$ cat src/rtl/cring_pkg.sv
package cring_pkg;

    localparam int PTR_W  = 8;
    localparam int REG_AW = 3;
    localparam int REG_W  = 32;

    typedef enum logic [REG_AW-1:0] {
        RA_CTRL = 3'd0,
        RA_STAT = 3'd1,
        RA_SIZE = 3'd2,
        RA_BASE = 3'd3,
        RA_WPTR = 3'd4,
        RA_RPTR = 3'd5
    } reg_addr_e;

    typedef enum logic [1:0] {
        SZ_2   = 2'd0,
        SZ_16  = 2'd1,
        SZ_256 = 2'd2
    } ring_size_e;

    typedef enum logic [1:0] {
        F_IDLE = 2'd0,
        F_REQ  = 2'd1,
        F_HOLD = 2'd2
    } fetch_state_e;

    // control view handed from the register file to the fetch engine
    typedef struct packed {
        logic             run;
        logic             rst_req;
        logic [PTR_W-1:0] wptr;
        logic [PTR_W-1:0] mask;
    } ring_ctl_t;

    function automatic logic [PTR_W-1:0] size_mask(input logic [1:0] sel);
        case (sel)
            SZ_2:    return PTR_W'(1);
            SZ_16:   return PTR_W'(15);
            default: return PTR_W'(255);
        endcase
    endfunction

    function automatic logic size_ok(input logic [2:0] cap, input logic [1:0] sel);
        case (sel)
            SZ_2:    return cap[0];
            SZ_16:   return cap[1];
            SZ_256:  return cap[2];
            default: return 1'b0;
        endcase
    endfunction

    function automatic logic [1:0] largest_size(input logic [2:0] cap);
        if (cap[2])      return SZ_256;
        else if (cap[1]) return SZ_16;
        else             return SZ_2;
    endfunction

endpackage

$ cat src/rtl/cring_regs.sv
module cring_regs
    import cring_pkg::*;
#(
    parameter int          ADDR_W     = 32,
    parameter logic [2:0]  SIZE_CAP   = 3'b111,
    parameter int          ALIGN_BITS = 7
) (
    input  logic                 clk,
    input  logic                 rst,
    input  logic                 reg_we,
    input  logic [REG_AW-1:0]    reg_addr,
    input  logic [REG_W-1:0]     reg_wdata,
    output logic [REG_W-1:0]     reg_rdata,
    input  logic [PTR_W-1:0]     rptr_i,
    input  logic                 busy_i,
    input  logic                 err_pulse_i,
    output logic [ADDR_W-1:0]    base_o,
    output ring_ctl_t            ctl_o,
    output logic                 irq_o
);

    localparam logic [ADDR_W-1:0] ALIGN_MASK = ADDR_W'((64'd1 << ALIGN_BITS) - 64'd1);

    logic              run_q;
    logic              ie_q;
    logic              err_q;
    logic              rst_q;
    logic [1:0]        sel_q;
    logic [PTR_W-1:0]  wptr_q;
    logic [ADDR_W-1:0] base_q;
    logic [PTR_W-1:0]  mask;
    logic              full;
    logic              rst_ack;

    always_ff @(posedge clk) begin
        if (rst) begin
            run_q  <= 1'b0;
            ie_q   <= 1'b0;
            err_q  <= 1'b0;
            rst_q  <= 1'b0;
            sel_q  <= largest_size(SIZE_CAP);
            wptr_q <= '0;
            base_q <= '0;
        end else begin
            if (err_pulse_i) begin
                err_q <= 1'b1;
                run_q <= 1'b0;
            end
            if (reg_we) begin
                case (reg_addr_e'(reg_addr))
                    RA_CTRL: begin
                        if (!err_pulse_i) run_q <= reg_wdata[0];
                        ie_q <= reg_wdata[1];
                    end
                    RA_STAT: begin
                        if (reg_wdata[0] && !err_pulse_i) err_q <= 1'b0;
                    end
                    RA_SIZE: begin
                        if (!run_q && size_ok(SIZE_CAP, reg_wdata[1:0]))
                            sel_q <= reg_wdata[1:0];
                    end
                    RA_BASE: base_q <= ADDR_W'(reg_wdata) & ~ALIGN_MASK;
                    RA_WPTR: begin
                        if (!(run_q && reg_wdata[PTR_W-1:0] == rptr_i))
                            wptr_q <= reg_wdata[PTR_W-1:0];
                    end
                    RA_RPTR: rst_q <= reg_wdata[15];
                    default: ;
                endcase
            end
        end
    end

    always_comb begin
        mask    = size_mask(sel_q);
        full    = (((wptr_q + PTR_W'(1)) & mask) == rptr_i);
        rst_ack = rst_q && (rptr_i == '0) && !busy_i;
        case (reg_addr_e'(reg_addr))
            RA_CTRL: reg_rdata = {30'b0, ie_q, run_q | busy_i};
            RA_STAT: reg_rdata = {31'b0, err_q};
            RA_SIZE: reg_rdata = {25'b0, SIZE_CAP, 2'b00, sel_q};
            RA_BASE: reg_rdata = REG_W'(base_q);
            RA_WPTR: reg_rdata = REG_W'(wptr_q);
            RA_RPTR: reg_rdata = {16'b0, rst_ack, full, 6'b0, rptr_i};
            default: reg_rdata = '0;
        endcase
    end

    assign base_o        = base_q;
    assign ctl_o.run     = run_q;
    assign ctl_o.rst_req = rst_q;
    assign ctl_o.wptr    = wptr_q;
    assign ctl_o.mask    = mask;
    assign irq_o         = err_q & ie_q;

    // the size select cannot move while the engine is enabled
    a_r3_size_frozen: assert property (@(posedge clk) disable iff (rst)
        run_q |=> $stable(sel_q));

    // a failed fetch always leaves the engine stopped
    a_r9_err_stops: assert property (@(posedge clk) disable iff (rst)
        err_pulse_i |=> (err_q && !run_q));

endmodule

$ cat src/rtl/cring_fetch.sv
module cring_fetch
    import cring_pkg::*;
#(
    parameter int ADDR_W = 32,
    parameter int DATA_W = 32
) (
    input  logic              clk,
    input  logic              rst,
    input  ring_ctl_t         ctl_i,
    input  logic [ADDR_W-1:0] base_i,
    output logic              mem_req,
    output logic [ADDR_W-1:0] mem_addr,
    input  logic              mem_ack,
    input  logic [DATA_W-1:0] mem_rdata,
    input  logic              mem_err,
    output logic              cmd_valid,
    output logic [DATA_W-1:0] cmd_data,
    input  logic              cmd_ready,
    output logic [PTR_W-1:0]  rptr_o,
    output logic              busy_o,
    output logic              err_pulse_o
);

    localparam int WORD_SHIFT = $clog2(DATA_W / 8);

    fetch_state_e      state_q;
    logic [PTR_W-1:0]  rptr_q;
    logic [DATA_W-1:0] data_q;
    logic [PTR_W-1:0]  slot;

    assign slot        = (rptr_q + PTR_W'(1)) & ctl_i.mask;
    assign mem_addr    = base_i + (ADDR_W'(slot) << WORD_SHIFT);
    assign mem_req     = (state_q == F_REQ);
    assign cmd_valid   = (state_q == F_HOLD);
    assign cmd_data    = data_q;
    assign rptr_o      = rptr_q;
    assign busy_o      = (state_q != F_IDLE);
    assign err_pulse_o = (state_q == F_REQ) && mem_ack && mem_err;

    always_ff @(posedge clk) begin
        if (rst) begin
            state_q <= F_IDLE;
            rptr_q  <= '0;
            data_q  <= '0;
        end else begin
            case (state_q)
                F_IDLE: begin
                    if (ctl_i.rst_req)
                        rptr_q <= '0;
                    else if (ctl_i.run && (ctl_i.wptr != rptr_q))
                        state_q <= F_REQ;
                end
                F_REQ: begin
                    if (mem_ack) begin
                        if (mem_err) begin
                            state_q <= F_IDLE;
                        end else begin
                            data_q  <= mem_rdata;
                            state_q <= F_HOLD;
                        end
                    end
                end
                F_HOLD: begin
                    if (cmd_ready) begin
                        rptr_q  <= slot;
                        state_q <= F_IDLE;
                    end
                end
                default: state_q <= F_IDLE;
            endcase
        end
    end

    // a read request stays up until memory acknowledges it
    a_r4_req_held: assert property (@(posedge clk) disable iff (rst)
        (mem_req && !mem_ack) |=> mem_req);

    // a presented command is stable until accepted
    a_r4_valid_held: assert property (@(posedge clk) disable iff (rst)
        (cmd_valid && !cmd_ready) |=> (cmd_valid && $stable(cmd_data)));

    // the read pointer moves only on acceptance or on a reset request
    a_r4_rptr_on_accept: assert property (@(posedge clk) disable iff (rst)
        (!(cmd_valid && cmd_ready) && !ctl_i.rst_req) |=> $stable(rptr_q));

    // a faulted read is never presented downstream
    a_r9_err_no_cmd: assert property (@(posedge clk) disable iff (rst)
        (mem_req && mem_ack && mem_err) |=> (!cmd_valid && $stable(rptr_q)));

endmodule

$ cat src/rtl/cring_engine.sv
module cring_engine
    import cring_pkg::*;
#(
    parameter int         ADDR_W     = 32,
    parameter int         DATA_W     = 32,
    parameter logic [2:0] SIZE_CAP   = 3'b111,
    parameter int         ALIGN_BITS = 7
) (
    input  logic              clk,
    input  logic              rst,
    input  logic              reg_we,
    input  logic [2:0]        reg_addr,
    input  logic [31:0]       reg_wdata,
    output logic [31:0]       reg_rdata,
    output logic              mem_req,
    output logic [ADDR_W-1:0] mem_addr,
    input  logic              mem_ack,
    input  logic [DATA_W-1:0] mem_rdata,
    input  logic              mem_err,
    output logic              cmd_valid,
    output logic [DATA_W-1:0] cmd_data,
    input  logic              cmd_ready,
    output logic              irq
);

    ring_ctl_t         ctl;
    logic [ADDR_W-1:0] base;
    logic [PTR_W-1:0]  rptr;
    logic              busy;
    logic              err_pulse;

    cring_regs #(
        .ADDR_W    (ADDR_W),
        .SIZE_CAP  (SIZE_CAP),
        .ALIGN_BITS(ALIGN_BITS)
    ) regs_i (
        .clk        (clk),
        .rst        (rst),
        .reg_we     (reg_we),
        .reg_addr   (reg_addr),
        .reg_wdata  (reg_wdata),
        .reg_rdata  (reg_rdata),
        .rptr_i     (rptr),
        .busy_i     (busy),
        .err_pulse_i(err_pulse),
        .base_o     (base),
        .ctl_o      (ctl),
        .irq_o      (irq)
    );

    cring_fetch #(
        .ADDR_W(ADDR_W),
        .DATA_W(DATA_W)
    ) fetch_i (
        .clk        (clk),
        .rst        (rst),
        .ctl_i      (ctl),
        .base_i     (base),
        .mem_req    (mem_req),
        .mem_addr   (mem_addr),
        .mem_ack    (mem_ack),
        .mem_rdata  (mem_rdata),
        .mem_err    (mem_err),
        .cmd_valid  (cmd_valid),
        .cmd_data   (cmd_data),
        .cmd_ready  (cmd_ready),
        .rptr_o     (rptr),
        .busy_o     (busy),
        .err_pulse_o(err_pulse)
    );

    // the interrupt is never raised while the engine is fetching normally from reset
    a_r10_irq_needs_fault: assert property (@(posedge clk) disable iff (rst)
        ($rose(irq) && !$past(reg_we)) |-> $past(err_pulse));

endmodule

$ cat config.mk
export PLATFORM = sky130hd
export DESIGN_NAME = cring_engine
export DESIGN_NICKNAME = d
export VERILOG_FILES = /design/src/rtl/cring_pkg.sv /design/src/rtl/cring_regs.sv /design/src/rtl/cring_fetch.sv /design/src/rtl/cring_engine.sv
export SDC_FILE = /design/constraint.sdc
export NUM_CORES = 1
export LEC_CHECK = 0
export BUFFER_PORTS_ARGS = -buffer_cell sky130_fd_sc_hd__buf_2
export CAP_MARGIN = 20
export CORE_ASPECT_RATIO = 0.7
export CORE_MARGIN = 2
export CORE_UTILIZATION = 46
export DETAILED_ROUTE_END_ITERATION = 12
export GPL_TIMING_DRIVEN = 0
export PLACE_DENSITY = 0.77
export SLEW_MARGIN = 25
export SYNTH_ARGS = -nofsm -noshare
export SYNTH_HDL_FRONTEND = slang
export SYNTH_SLANG_ARGS = --single-unit
$ cat constraint.sdc
create_clock -name clk -period 3.3 [get_ports clk]
set_clock_uncertainty 0.2 [all_clocks]
set_input_delay 0.66 -clock clk [delete_from_list [all_inputs] [get_ports clk]]
set_output_delay 0.66 -clock clk [all_outputs]
set_load 0.02 [all_outputs]
==> impl_metrics.yaml <==
floorplan:
  initial_utilization: 0.473
  ios: 172
  dieArea_um2: 11500
  die_w_um: 127
  fp-row-count: 31
  dieHeight_um: 90.4
  core-area_um2: 10400
route:
  vias_per_cell: 5.41
  first_pass_iters: 5
  wl_per_cell_um: 16.3
  drtIter0Drc: 294
  ant_nets: 0
  vias: 5084
  routed_wl_mm: 15.4
  drc: 0
critical_path:
  r2r-start: "fetch_i.rptr_o[4]$_SDFFE_PP0P_"
  reg2reg_depth: 7
  crit_chain: "buf_6 > nand2_2 > or3_4 > a21oi_4 > ha_2 > inv_2 > fa_2 > nor2b_4 > nor2_4 > nor2_4 > nand4_1 > xnor2_2 > buf_4"
  crit_type: "reg2out"
  r2r_setup_slack_ns: 0.98
  critical_path_buf_inv_count: 3
  crit_family: "simple AND/OR/NAND/NOR gates"
  slowest_delay_ns: 0.37
  r2r-end: "regs_i.wptr_q[3]$_SDFFE_PP0P_"
  arrival_ns: 2.98
  crit_path_frequent_cell: "nor2_4"
  end_kind: "output pin"
  crit_path_max_fanout: 7
  required_ns: 2.44
  crit_slowest_cell: "or3_4"
  start_kind: "flip-flop"
logic_synthesis:
  syn-instance-count: 604
  synth_top_area_cell: "dfxtp_1"
  synth_top_area_share: 0.331
  synth_area_leaders: "dfxtp_1 33%, mux2i_1 10%, nand2b_1 9.2%, nand2_1 6.0%, xnor2_1 5.0%"
  syn_avg_cell_area_um2: 8.12
  synth_warnings: 0
  ys_ff_latch: 81
  synth_edf_count: 0
  seq_area_frac_synth: 0.331
  synthFlopType: "dfxtp_1"
  synth.cell_area_um2: 4900
  async_flop_share: 0
  ys_types: 57
clock_tree:
  htree_levels: 3
  clk_latency_ns: 0.34
  cts.path.max_buffers: 2
  clk_pin_slew_worst_paths_ns: 0.07
  ctsHoldBuffers: 0
  cts_tree: "done"
  cts_buffers: 9
  cts_root_buffer: "clkbuf_16"
  cts.sinks: 81
outcome:
  status: "finished with violations"
  violations: "setup timing"
placed_design:
  post-dp-hpwl_mm: 11.1
  globalplace.congestion: 0.922
  dp_slack_ns: -0.688
  dpl_cell_area_um2: 6040
  portBuffers: 167
timing:
  fin_tns_setup_ns: -9.82
  slew_viol_final: 0
  setup_viol: 22
  worst_slew_pin_slew_ns: 0.682
  grt_setup_unrepaired: "yes"
  hold_viol: 0
  finalCritPeriodShare: 1.16
  max_freq_ghz: 0.260
  setup_slack_ns: -0.539
  final.min_clock_period_ns: 3.84
  relSlewSlack: 0.545
worst_hold_path:
  hold_path.class: "reg2reg"
  hp-start: "fetch_i.cmd_data[7]$_SDFFE_PP0P_"
  holdPathStages: 2
  hold_path_end: "fetch_i.cmd_data[7]$_SDFFE_PP0P_"
run:
  drv_cap: 0
grt:
  grt_pass1_vias: 4906
  antenna_found_initial: 0
  grtUsageTotal: 0.258
  gr-total-overflow: 0
  grt_pass1_wl_mm: 24.1
  grt_max_degree: 17
pwr:
  p_per_area_nw_per_um2: 347
  max-vdd-ir-drop_uv: 325
  total_power_mw: 2.35
  leakagePower_nw: 3.19
cells_and_area:
  n_antenna_cell: 0
  drive_above_1_share: 0.349
  design_area_um2: 6760
  nets: 883
  area_growth_pct: 37.8
  postLayoutCoreUtil: 0.652
## synthesized netlist by cell type, types with 3 or more instances
cell type / count
nor3_1: 6
a21oi_1: 41
dfxtp_1: 81
and2_1: 4
or3_1: 5
o21ai_0: 9
inv_1: 12
nand4_1: 6
o21ai_1: 5
nor2b_1: 5
nand2_1: 79
a22oi_1: 4
ha_1: 6
nor2_1: 34
buf_4: 4
nand3_1: 19
xnor2_1: 28
and4_1: 3
nor4_1: 6
o21bai_1: 3
and3_1: 26
nor3b_1: 4
xor2_1: 20
nand2b_1: 72
buf_2: 12
clkbuf_1: 26
mux2i_1: 51
buf_8: 3
## final cells by class
class	count	area, um2
Fill cell	845	3600
Multi-Input combinational cell	466	3260
Sequential cell	81	1630
Timing Repair Buffer	189	1070
Buffer	44	254
Clock buffer	9	225
Tap cell	132	165
Clock inverter	7	106
Inverter	12	45.0
## metrics by stage
step                      instances  hold slack [ns]
final                           940            0.273
after global routing            940            0.289
after CTS                       933            0.274
after detailed placement        904            0.259
after global placement          904            0.255
after floorplan                 605            0.249
## what timing repair did
action,CTS,global route
resized for setup,51,17
setup endpoints to repair,25,25
buffers inserted,13,9
pin swaps,19,13
## metal layers
metal / up-vias / wire length, um / GRT usage
li1: 2429 / - / -
met1: 2391 / 6700 / 0.343
met2: 225 / 7030 / 0.403
met3: 39 / 1260 / 0.0664
met4: 0 / 366 / 0.0934
met5: - / 0 / 0
## layout by cell type (no fill, tap or decap), drive strengths merged, types with 7 or more instances in the layout
cell	instances
dfxtp	81
nor3	9
xor2	20
inv	17
o21ai	14
a21oi	41
nor4	7
mux2i	51
buf	207
clkbuf	35
nand3	20
and3	27
xnor2	28
nor2	34
nand2	79
nand2b	72
## logic make-up after synthesis
group	count (synthesis)	share of synthesized area
xor gates and xnor gates	48	0.0857
and+or+nand+nor	283	0.310
AOI/OAI and AO/OA	74	0.0896
DFF	81	0.331
muxes	52	0.106
buffers and inverters	58	0.0574
other	1	0.000765
adders and majority gates	7	0.0194
## worst min-delay path, stage by stage, from the launching register on
cell and delay [ns]:
dfxtp_1 0.31, nand2b_1 0.06, mux2i_1 0.06
## flip-flops by register name, summed over array words and instances (netlist names)
register / count
fetch_i.cmd_data: 32
regs_i.base_o: 25
fetch_i.rptr_o: 8
regs_i.wptr_q: 8
fetch_i.state_q: 2
regs_i.sel_q: 2
regs_i.err_q: 1
regs_i.ie_q: 1
regs_i.rst_q: 1
regs_i.run_q: 1
## worst max path at each step
stage	start	end	cells after the start
2_1_floorplan	fetch_i.rptr_o[2]$_SDFFE_PP0P_	mem_addr[29]	12
3_3_place_gp	regs_i.sel_q[1]$_SDFFE_PP1P_	mem_addr[29]	12
3_5_place_dp	regs_i.sel_q[1]$_SDFFE_PP1P_	mem_addr[29]	12
4_1_cts	fetch_i.rptr_o[0]$_SDFFE_PP0P_	mem_addr[27]	13
5_1_grt	fetch_i.rptr_o[3]$_SDFFE_PP0P_	mem_addr[19]	12
6_report	fetch_i.rptr_o[3]$_SDFFE_PP0P_	mem_addr[19]	13
## power breakdown
group | total (mW) | internal [mW] | switching [mW]
Sequential | 1.00 | 0.986 | 0.0162
Combinational | 0.218 | 0.0950 | 0.123
Clock | 1.13 | 0.679 | 0.447
Total | 2.35 | 1.76 | 0.586
Note: power is estimated with default switching activity, not from simulation.
